===== config.mk =====
export PLATFORM = sky130hd
export DESIGN_NAME = sconv_slave
export DESIGN_NICKNAME = d
export VERILOG_FILES = /design/src/rtl/sconv_pkg.sv /design/src/rtl/sconv_edge_sync.sv /design/src/rtl/sconv_frame_seq.sv /design/src/rtl/sconv_sdo_drv.sv /design/src/rtl/sconv_slave.sv
export SDC_FILE = /design/constraint.sdc
export NUM_CORES = 1
export LEC_CHECK = 0
export BUFFER_PORTS_ARGS = -buffer_cell sky130_fd_sc_hd__buf_2
export CORE_MARGIN = 5
export CORE_UTILIZATION = 45
export DETAILED_ROUTE_END_ITERATION = 10
export PLACE_DENSITY = 0.62
export SLEW_MARGIN = 20
export SYNTH_ARGS = -nofsm -noshare
export SYNTH_HDL_FRONTEND = slang
export SYNTH_HIERARCHICAL = 1
export SYNTH_SLANG_ARGS = --single-unit

===== constraint.sdc =====
create_clock -name clk -period 2.3 [get_ports clk]
set_input_delay 0.115 -clock clk [delete_from_list [all_inputs] [get_ports clk]]
set_output_delay 0.115 -clock clk [all_outputs]
set_load 0.02 [all_outputs]

===== src/rtl/sconv_pkg.sv =====
`timescale 1ns/1ps
package sconv_pkg;

  // Falling-edge counts (after the frame opened) for which a chip-select
  // release is a power-down request: lo <= n < hi.
  function automatic logic pd_window(input logic [7:0] n,
                                     input logic [7:0] lo,
                                     input logic [7:0] hi);
    return (n >= lo) && (n < hi);
  endfunction

  // Index of the captured bit that falling edge n puts on the line.
  function automatic int unsigned code_bit(input int unsigned n,
                                           input int unsigned total);
    return total - 1 - n;
  endfunction

  // True when falling edge n still belongs to the zero preamble.
  function automatic logic in_preamble(input int unsigned n,
                                       input int unsigned lead);
    return n < lead;
  endfunction

endpackage


===== src/rtl/sconv_edge_sync.sv =====
`timescale 1ns/1ps
module sconv_edge_sync #(
  parameter int          WIDTH   = 2,
  parameter int          STAGES  = 2,
  parameter logic [WIDTH-1:0] IDLE = '1
) (
  input  logic             clk,
  input  logic             rst_n,
  input  logic [WIDTH-1:0] din,
  output logic [WIDTH-1:0] rise,
  output logic [WIDTH-1:0] fall
);
  generate
    for (genvar i = 0; i < WIDTH; i++) begin : g_bit
      logic [STAGES:0] sh;
      always_ff @(posedge clk or negedge rst_n) begin
        if (!rst_n) sh <= {(STAGES+1){IDLE[i]}};
        else        sh <= {sh[STAGES-1:0], din[i]};
      end
      assign rise[i] =  sh[STAGES-1] & ~sh[STAGES];
      assign fall[i] = ~sh[STAGES-1] &  sh[STAGES];
    end
  endgenerate
endmodule


===== src/rtl/sconv_frame_seq.sv =====
`timescale 1ns/1ps
module sconv_frame_seq
  import sconv_pkg::*;
#(
  parameter int FRAME_FALLS = 16,
  parameter int PD_LO       = 2,
  parameter int PD_HI       = 10,
  parameter int WAKE_FALLS  = 11,
  parameter int ACQ_FALL    = 13,
  parameter int WAKE_CYCLES = 100,
  localparam int CNT_W      = $clog2(FRAME_FALLS + 1),
  localparam int WK_W       = $clog2(WAKE_CYCLES + 1)
) (
  input  logic             clk,
  input  logic             rst_n,
  input  logic             cs_fall,
  input  logic             cs_rise,
  input  logic             sclk_fall,
  input  logic             sclk_rise,
  output logic             in_frame,
  output logic [CNT_W-1:0] cnt,
  output logic             fall_take,
  output logic             data_valid,
  output logic             acq_start,
  output logic             power_down,
  output logic             waking
);
  localparam logic [CNT_W-1:0] LAST_N = CNT_W'(FRAME_FALLS);
  localparam logic [CNT_W-1:0] WAKE_N = CNT_W'(WAKE_FALLS);
  localparam logic [CNT_W-1:0] ACQ_N  = CNT_W'(ACQ_FALL);
  localparam logic [WK_W-1:0]  WAKE_T = WK_W'(WAKE_CYCLES);

  logic             acq_seen, acq_ok, pd_start;
  logic [WK_W-1:0]  wake_cnt;
  logic [CNT_W-1:0] cnt_nx;
  logic             woke_now, pd_req;

  assign fall_take = sclk_fall && in_frame && (cnt < LAST_N);
  assign cnt_nx    = cnt + 1'b1;
  assign woke_now  = pd_start && (cnt >= WAKE_N);
  assign pd_req    = pd_window(8'(cnt), 8'(PD_LO), 8'(PD_HI));
  assign waking    = (wake_cnt != '0);

  always_ff @(posedge clk or negedge rst_n) begin
    if (!rst_n) begin
      in_frame   <= 1'b0;
      cnt        <= '0;
      acq_seen   <= 1'b0;
      acq_ok     <= 1'b1;
      pd_start   <= 1'b0;
      power_down <= 1'b0;
      wake_cnt   <= '0;
      data_valid <= 1'b0;
      acq_start  <= 1'b0;
    end else begin
      acq_start <= 1'b0;
      if (waking) wake_cnt <= wake_cnt - 1'b1;
      if (cs_fall) begin
        in_frame   <= 1'b1;
        cnt        <= '0;
        acq_seen   <= 1'b0;
        pd_start   <= power_down;
        data_valid <= !power_down && !waking && acq_ok;
      end else if (cs_rise && in_frame) begin
        in_frame <= 1'b0;
        if (!acq_seen && !woke_now) acq_ok <= 1'b0;
        if (!pd_start && pd_req) power_down <= 1'b1;
      end else if (in_frame) begin
        if (fall_take) begin
          cnt <= cnt_nx;
          if (pd_start && cnt_nx == WAKE_N) begin
            power_down <= 1'b0;
            wake_cnt   <= WAKE_T;
            acq_ok     <= 1'b1;
          end
        end
        if (sclk_rise && cnt >= ACQ_N && !acq_seen) begin
          acq_seen  <= 1'b1;
          acq_start <= 1'b1;
          acq_ok    <= 1'b1;
        end
      end
    end
  end

  assert_acq_after_13_R5: assert property (@(posedge clk) disable iff (!rst_n)
    acq_start |-> ($past(sclk_rise) && $past(cnt) >= ACQ_N));
  assert_pd_from_cs_R6: assert property (@(posedge clk) disable iff (!rst_n)
    $rose(power_down) |-> $past(cs_rise));
  assert_wake_from_fall_R7: assert property (@(posedge clk) disable iff (!rst_n)
    $rose(waking) |-> ($past(sclk_fall) && $past(pd_start)));
  assert_valid_steady_R1: assert property (@(posedge clk) disable iff (!rst_n)
    (in_frame && $past(in_frame)) |-> $stable(data_valid));
  assert_no_valid_waking_R8: assert property (@(posedge clk) disable iff (!rst_n)
    ($rose(in_frame) && $past(waking)) |-> !data_valid);
endmodule


===== src/rtl/sconv_sdo_drv.sv =====
`timescale 1ns/1ps
module sconv_sdo_drv
  import sconv_pkg::*;
#(
  parameter int DATA_W     = 12,
  parameter int LEAD_ZEROS = 4,
  localparam int TOTAL     = LEAD_ZEROS + DATA_W,
  localparam int CNT_W     = $clog2(TOTAL + 1),
  localparam int IDX_W     = $clog2(DATA_W)
) (
  input  logic              clk,
  input  logic              rst_n,
  input  logic [DATA_W-1:0] sample,
  input  logic              start,
  input  logic              stop,
  input  logic              fall_take,
  input  logic [CNT_W-1:0]  cnt,
  output logic              sdo,
  output logic              sdo_oe
);
  logic [DATA_W-1:0] hold;
  logic [CNT_W-1:0]  n;
  logic [IDX_W-1:0]  idx;

  assign n   = cnt + 1'b1;
  assign idx = IDX_W'(code_bit(int'(n), TOTAL));

  always_ff @(posedge clk or negedge rst_n) begin
    if (!rst_n) begin
      hold   <= '0;
      sdo    <= 1'b0;
      sdo_oe <= 1'b0;
    end else if (start) begin
      hold   <= sample;
      sdo    <= 1'b0;
      sdo_oe <= 1'b1;
    end else if (stop) begin
      sdo_oe <= 1'b0;
    end else if (fall_take) begin
      if (n >= CNT_W'(TOTAL))                  sdo_oe <= 1'b0;
      else if (in_preamble(int'(n), LEAD_ZEROS)) sdo <= 1'b0;
      else                                     sdo <= hold[idx];
    end
  end
endmodule


===== src/rtl/sconv_slave.sv =====
`timescale 1ns/1ps
module sconv_slave #(
  parameter int DATA_W      = 12,
  parameter int LEAD_ZEROS  = 4,
  parameter int PD_LO       = 2,
  parameter int PD_HI       = 10,
  parameter int WAKE_FALLS  = 11,
  parameter int WAKE_CYCLES = 100,
  parameter int SYNC_STAGES = 2,
  localparam int FRAME_FALLS = LEAD_ZEROS + DATA_W,
  localparam int ACQ_FALL    = FRAME_FALLS - 3,
  localparam int CNT_W       = $clog2(FRAME_FALLS + 1)
) (
  input  logic              clk,
  input  logic              rst_n,
  input  logic              cs_n,
  input  logic              sclk,
  input  logic [DATA_W-1:0] sample,
  output logic              sdo,
  output logic              sdo_oe,
  output logic              data_valid,
  output logic              acq_start,
  output logic              power_down,
  output logic              waking
);
  logic [1:0]       rise_v, fall_v;
  logic             cs_fall, cs_rise, sclk_fall, sclk_rise;
  logic             in_frame, fall_take;
  logic [CNT_W-1:0] cnt;

  sconv_edge_sync #(.WIDTH(2), .STAGES(SYNC_STAGES), .IDLE(2'b11)) u_sync (
    .clk(clk), .rst_n(rst_n), .din({sclk, cs_n}), .rise(rise_v), .fall(fall_v));

  // cs_n is active low: its falling edge opens a frame.
  assign cs_fall   = fall_v[0];
  assign cs_rise   = rise_v[0];
  assign sclk_fall = fall_v[1];
  assign sclk_rise = rise_v[1];

  sconv_frame_seq #(
    .FRAME_FALLS(FRAME_FALLS), .PD_LO(PD_LO), .PD_HI(PD_HI),
    .WAKE_FALLS(WAKE_FALLS), .ACQ_FALL(ACQ_FALL), .WAKE_CYCLES(WAKE_CYCLES)
  ) u_seq (
    .clk(clk), .rst_n(rst_n), .cs_fall(cs_fall), .cs_rise(cs_rise),
    .sclk_fall(sclk_fall), .sclk_rise(sclk_rise), .in_frame(in_frame),
    .cnt(cnt), .fall_take(fall_take), .data_valid(data_valid),
    .acq_start(acq_start), .power_down(power_down), .waking(waking));

  sconv_sdo_drv #(.DATA_W(DATA_W), .LEAD_ZEROS(LEAD_ZEROS)) u_drv (
    .clk(clk), .rst_n(rst_n), .sample(sample), .start(cs_fall),
    .stop(cs_rise), .fall_take(fall_take), .cnt(cnt),
    .sdo(sdo), .sdo_oe(sdo_oe));

  assert_oe_in_frame_R4: assert property (@(posedge clk) disable iff (!rst_n)
    sdo_oe |-> in_frame);
  assert_release_cause_R3: assert property (@(posedge clk) disable iff (!rst_n)
    $fell(sdo_oe) |-> ($past(cs_rise) ||
                       ($past(fall_take) && $past(cnt) == CNT_W'(FRAME_FALLS - 1))));
  assert_idle_clock_R9: assert property (@(posedge clk) disable iff (!rst_n)
    (!in_frame && !cs_fall) |=> !sdo_oe);
endmodule


== Word-level counts from Yosys, hierarchy flattened ==
Cells that the tools add are included.

* Bits in registers: 39
* Bits of input ports: 16
* Logic and storage cells: 117
* Output and inout bits: 6

* Bitwise logic cells: 9
* Reduce and logical (&&, ||, !) cells: 35
* Eq/ne operators: 6
* Mux-type cells: 42
* $add $sub $neg: 3
* $lt $le $gt $ge: 8

{| class="wikitable"
|+ Operators with widths
! cell !! number
|-
| 7-bit two-way mux || 6
|-
| 1-bit two-way mux || 31
|-
| 5-bit two-way mux || 4
|-
| 2-bit nonzero test || 7
|-
| 1-bit logical AND || 12
|-
| 3-bit nonzero test || 4
|-
| 5-bit by 4-bit greater-or-equal comparator with 1-bit output (second input constant) || 2
|-
| 2-bit inequality test (second input constant) || 5
|-
| 5-bit AND reduction || 2
|-
| 3-bit AND reduction || 3
|-
| 7-bit nonzero test || 1
|-
| 7-bit by 1-bit subtractor with 7-bit output (second input constant) || 1
|-
| 5-bit by 1-bit adder with 5-bit output (second input constant) || 1
|-
| 5-bit by 4-bit equality test with 1-bit output (second input constant) || 1
|-
| 5-bit by 2-bit greater-or-equal comparator with 1-bit output (second input constant) || 1
|-
| 5-bit greater-or-equal comparator (second input constant) || 1
|-
| 1-bit logical NOT || 5
|-
| 4-bit by 5-bit less-than comparator with 1-bit output (second input constant) || 1
|-
| 5-bit by 3-bit less-than comparator with 1-bit output (second input constant) || 1
|-
| 5-bit by 4-bit less-than comparator with 1-bit output (second input constant) || 1
|-
| 5-bit less-than comparator (second input constant) || 1
|-
| 1-bit inverter || 5
|-
| 1-bit bitwise AND || 4
|-
| 1-bit binary-select mux with 4-bit select || 1
|-
| other kinds (2) || 2
|}

== Logic depth before layout (Yosys ltp) ==
* Depth in word-level cells: 9
* Mapped depth: 7
* Gate-level depth less buffers: 6

== Modules after synthesis ==
Netlist, hierarchy kept.

{| class="wikitable"
|+ By module, submodules not included
! module !! instances !! seq. area each (µm²) !! area each (µm²) !! cells each
|-
| sconv_frame_seq || 1 || 476.7 || 1102.3 || 103
|-
| sconv_sdo_drv || 1 || 350.3 || 676.9 || 47
|-
| sconv_edge_sync || 1 || 157.7 || 192.7 || 10
|}

== Worst setup path after synthesis ==
Ideal clock, no wire load.

* Path kind: reg-to-reg
* Start point: register u_seq.cnt[0]
* End point: register u_drv.sdo
* Cell stages (with the launch flop): 5
* Buffers on the path: 0
* Library setup time: 123 ps
* Path slack: 552 ps
* Arrival time: 1625 ps
* Path through: dfrtp_1 -> ha_1 -> mux4_2 -> a311o_1 -> o221a_1

* Longest elaborated chain between the ends: 9
* Elaborated cells on any way between the ends: 16
* Classes of those cells: add/sub: 2; order compare: 3; eq/ne: 1; mux: 7; reduce/logical: 3

{| class="wikitable"
|+ RTL lines
! what !! line !! source
|-
| start, declared || sconv_frame_seq.sv:21 || <nowiki>output logic [CNT_W-1:0] cnt,</nowiki>
|-
| start signal, assigned || sconv_frame_seq.sv:70 || <nowiki>cnt <= cnt_nx;</nowiki>
|-
| 5-bit by 1-bit adder with 5-bit output || sconv_sdo_drv.sv:25 || <nowiki>assign n = cnt + 1'b1;</nowiki>
|-
| 4-bit subtractor || sconv_pkg.sv:15 || <nowiki>return total - 1 - n;</nowiki>
|-
| 1-bit binary-select mux with 4-bit select || sconv_sdo_drv.sv:42 || <nowiki>else sdo <= hold[idx];</nowiki>
|-
| 1-bit two-way mux (not written as such) || sconv_sdo_drv.sv:42 ||
|-
| 1-bit two-way mux || sconv_sdo_drv.sv:41 || <nowiki>else if (in_preamble(int'(n), LEAD_ZEROS)) sdo <= 1'b0;</nowiki>
|-
| 1-bit two-way mux || sconv_sdo_drv.sv:40 || <nowiki>if (n >= CNT_W'(TOTAL)) sdo_oe <= 1'b0;</nowiki>
|-
| 1-bit two-way mux || sconv_sdo_drv.sv:39 || <nowiki>end else if (fall_take) begin</nowiki>
|-
| 1-bit two-way mux || sconv_sdo_drv.sv:37 || <nowiki>end else if (stop) begin</nowiki>
|-
| 1-bit two-way mux || sconv_sdo_drv.sv:33 || <nowiki>end else if (start) begin</nowiki>
|-
| end signal, assigned || sconv_sdo_drv.sv:42 ||
|-
| end, declared || sconv_sdo_drv.sv:18 || <nowiki>output logic sdo,</nowiki>
|}

Parallel ways exist; a longest one is shown, timed or not. The select of a mux whose other input is x is not followed.
A chain may end at the register's enable or synchronous reset.

== Worst setup path in the final report ==
Ends and elaborated chain as after synthesis.

==> impl_metrics.ini <==
[power_and_ir_drop]
swShare_pct = 31.07
ir_drop_mv = 0.3193
combPwrFrac_pct = 26.6
cellLeakagePower_nw = 1.020
clock_power_share_pct = 23.0
p_seq_share_pct = 50.4
internal_power_mw = 1.302
powerDensity_nw_per_um2 = 854.6
switchingPower_mw = 0.5869

[min_path]
hold_path.class = in2reg
min_from = sample[3]

[setup_path]
worst_setup_path_start_kind = register
cp_cell_sequence = ha_1 -> mux4_2 -> a311o_1 -> o221a_1
cp-startpoint = u_seq/cnt[0]$_DFFE_PN0P_
cpMaxStageDelayCell = dfrtp_1
critical_path.max_stage_delay_ns = 0.54
reg2reg_slack_ns = 0.42
crit_family = flip-flops
cp_data_required_time_ns = 2.48
worstPathArrival_ns = 2.05
timing.rr.end = u_drv/sdo$_DFFE_PN0P_
cp_num_buf_inv = 0
timing.rr.start = u_seq/cnt[0]$_DFFE_PN0P_
crit_type = reg2reg
crit_cells = 4
cp-endpoint = u_drv/sdo$_DFFE_PN0P_
cp-end-kind = register
crit_fanout = 12
worstRegToRegCells = 4

[layout]
layout_common_cells = 32 x dfrtp_1, 21 x buf_2, 13 x mux2_2
layout-drive-gt1-share_pct = 34.04
finish.utilization_pct = 51.49
fin_nets = 209
fin_area_um2 = 2211
area_growth_pct = 12.12
antenna_cells = 0
layout_commonest_cell = dfrtp_1

[clock_tree]
cts_max_level = 2
cts_buffer_depth = 2
clock_latency_ns = 0.29
cts_tree = yes
cts-root-buf = clkbuf_8
cts_buffers = 5
clk_pin_slew_ns = 0.07
clkSinkCount = 39

[global_routing]
antenna_found_initial = 0
grt_util_met3_pct = 4.492
grt_pass1_wl_um = 6065
grt_max_degree = 40
grt.busiest_layer = met2
grt_pass1_vias = 1305
use_met2_pct = 20.55
grt_overflow = 0
met1_usage_pct = 15.20
track_usage_pct = 12.84

[synth]
ys_warn_count = 6
seq_area_frac_synth_pct = 49.94
ys_types = 45
synth_area_per_cell_um2 = 12.32
ys.flop_type = dfrtp_1
ys_seq_elements = 39
syn_nets = 182
synth_cells = 160
synthArstFlopShare_pct = 100.0
synth-edff-count = 0
synth.cell_area_um2 = 1972

[routing]
via_count = 1276
drtIter0Drc = 56
drtAntennaViolNets = 0
routed_wl_um = 3441
viasPerCell = 5.317
drt_pass1_iterations = 4
wire_per_inst_um = 14.34
drc = 0

[timing]
holdWs_ns = 0.05383
hold_viol_final = 0
fin_crit_ns = 1.876
fin_crit_sh_pct = 81.55
max_slew_margin_pct = 43.99
rsz0062_at_grt = no
drv_slew = 0
fmax_mhz = 533.2
clock_skew_ns = 0.008489
worstMarginPinSlew_ns = 0.8402
fin_setup_tns_ns = 0
finalSetupViolCount = 0

[die]
die_height_um = 76.20
start_util_pct = 45.92
row_count = 24
fp.coreArea_um2 = 4294
die_area_um2 = 5806
die_x_um = 76.20
io_pins = 22

[placed_design]
postPlaceCellArea_um2 = 2101
dp_hpwl_um = 2538
portBuffers = 21
gp_congestion = 0.7684

[run_status]
outcome = finished, final reports clean

[job]
cap_violations = 0
-- power by group through the flow --
stage	combinational, mW	sequential (mW)	clock [mW]
after floorplan	0.372	0.946	0
final	0.502	0.952	0.435
after CTS	0.512	0.954	0.449
after global placement	0.464	0.959	0
after global routing	0.554	0.970	0.478
after detailed placement	0.505	0.966	0
-- per-stage QoR --
stage / setup WS, ns / instances / power (mW)
after floorplan: 0.5519 / 160 / 1.318
after global placement: 0.4848 / 229 / 1.423
after detailed placement: 0.4315 / 229 / 1.471
after CTS: 0.4181 / 240 / 1.915
after global routing: 0.3325 / 240 / 2.002
final: 0.4244 / 240 / 1.889
-- how the worst min path moves through the flow --
stage	to	slack, ns	cells past startpoint
finish	u_drv/hold[3]$_DFFE_PN0P_	0.05	2
global route	u_drv/hold[6]$_DFFE_PN0P_	0.05	2
CTS	u_drv/hold[3]$_DFFE_PN0P_	0.05	2
detailed placement	u_sync/g_bit[1].sh[0]$_DFF_PN1_	0.22	1
global placement	u_sync/g_bit[1].sh[0]$_DFF_PN1_	0.22	1
floorplan	u_drv/hold[0]$_DFFE_PN0P_	-0.18	0
-- state kept, by name, summed over array words and instances (netlist names) --
signal / cells
u_seq/acq_ok: 1
u_seq/wake_cnt: 7
u_seq/data_valid: 1
u_seq/cnt: 5
u_seq/acq_start: 1
u_sync/g_bit.sh: 6
u_drv/sdo: 1
u_drv/sdo_oe: 1
u_seq/pd_start: 1
u_seq/in_frame: 1
u_seq/acq_seen: 1
u_drv/hold: 12
u_seq/power_down: 1
-- logic make-up (layout without fill, tap and decap cells) --
kind of cell,Yosys count,in the layout,share of synthesized area [%]
AOI/OAI and AO/OA,22,22,8.693
xor gates and xnor gates,14,14,6.218
adders and majority gates,6,6,3.807
buffers and inverters,14,42,4.187
DFF,39,39,49.94
muxes,16,16,11.23
and+or+nand+nor,49,49,15.93
-- metal layers --
layer,up-vias,routed length (um)
met5,-,0
met4,0,82
met3,8,150
met2,26,1669
met1,616,1539
li1,626,-
-- what timing repair did --
action                     CTS  global route
resized for setup            0             0
hold buffers                 3             0
hold endpoints to repair    34             0
setup endpoints to repair    0             0
setup buffers                0             0
-- synth_stat cells, types with 2 or more instances --
master / n / area share (%)
ha_1: 6 / 3.8
nand2b_1: 2 / 0.63
nor3_2: 2 / 1.0
a211oi_1: 2 / 0.76
nor3_1: 3 / 0.76
mux2_2: 13 / 7.4
xnor2_1: 5 / 2.2
mux4_1: 2 / 2.7
dfrtp_1: 32 / 41
nor4_1: 3 / 0.95
and2b_2: 4 / 1.8
buf_6: 4 / 2.3
dfstp_2: 7 / 9.3
a21oi_1: 4 / 1.0
a211o_1: 2 / 0.89
nand3_1: 4 / 1.0
inv_1: 8 / 1.5
nand2_1: 9 / 1.7
xor2_1: 9 / 4.0
a21o_1: 3 / 1.1
nor2_1: 12 / 2.3
-- final cells by class --
class | instances | area, um2
inverter | 9 | 33.78
timing repair buffer | 25 | 142.6
tap | 52 | 65.06
multi-input combinational | 107 | 904.6
sequential | 39 | 984.7
clock buffer | 8 | 80.08
fill | 372 | 2083
Power figures use the tool's default switching activity.
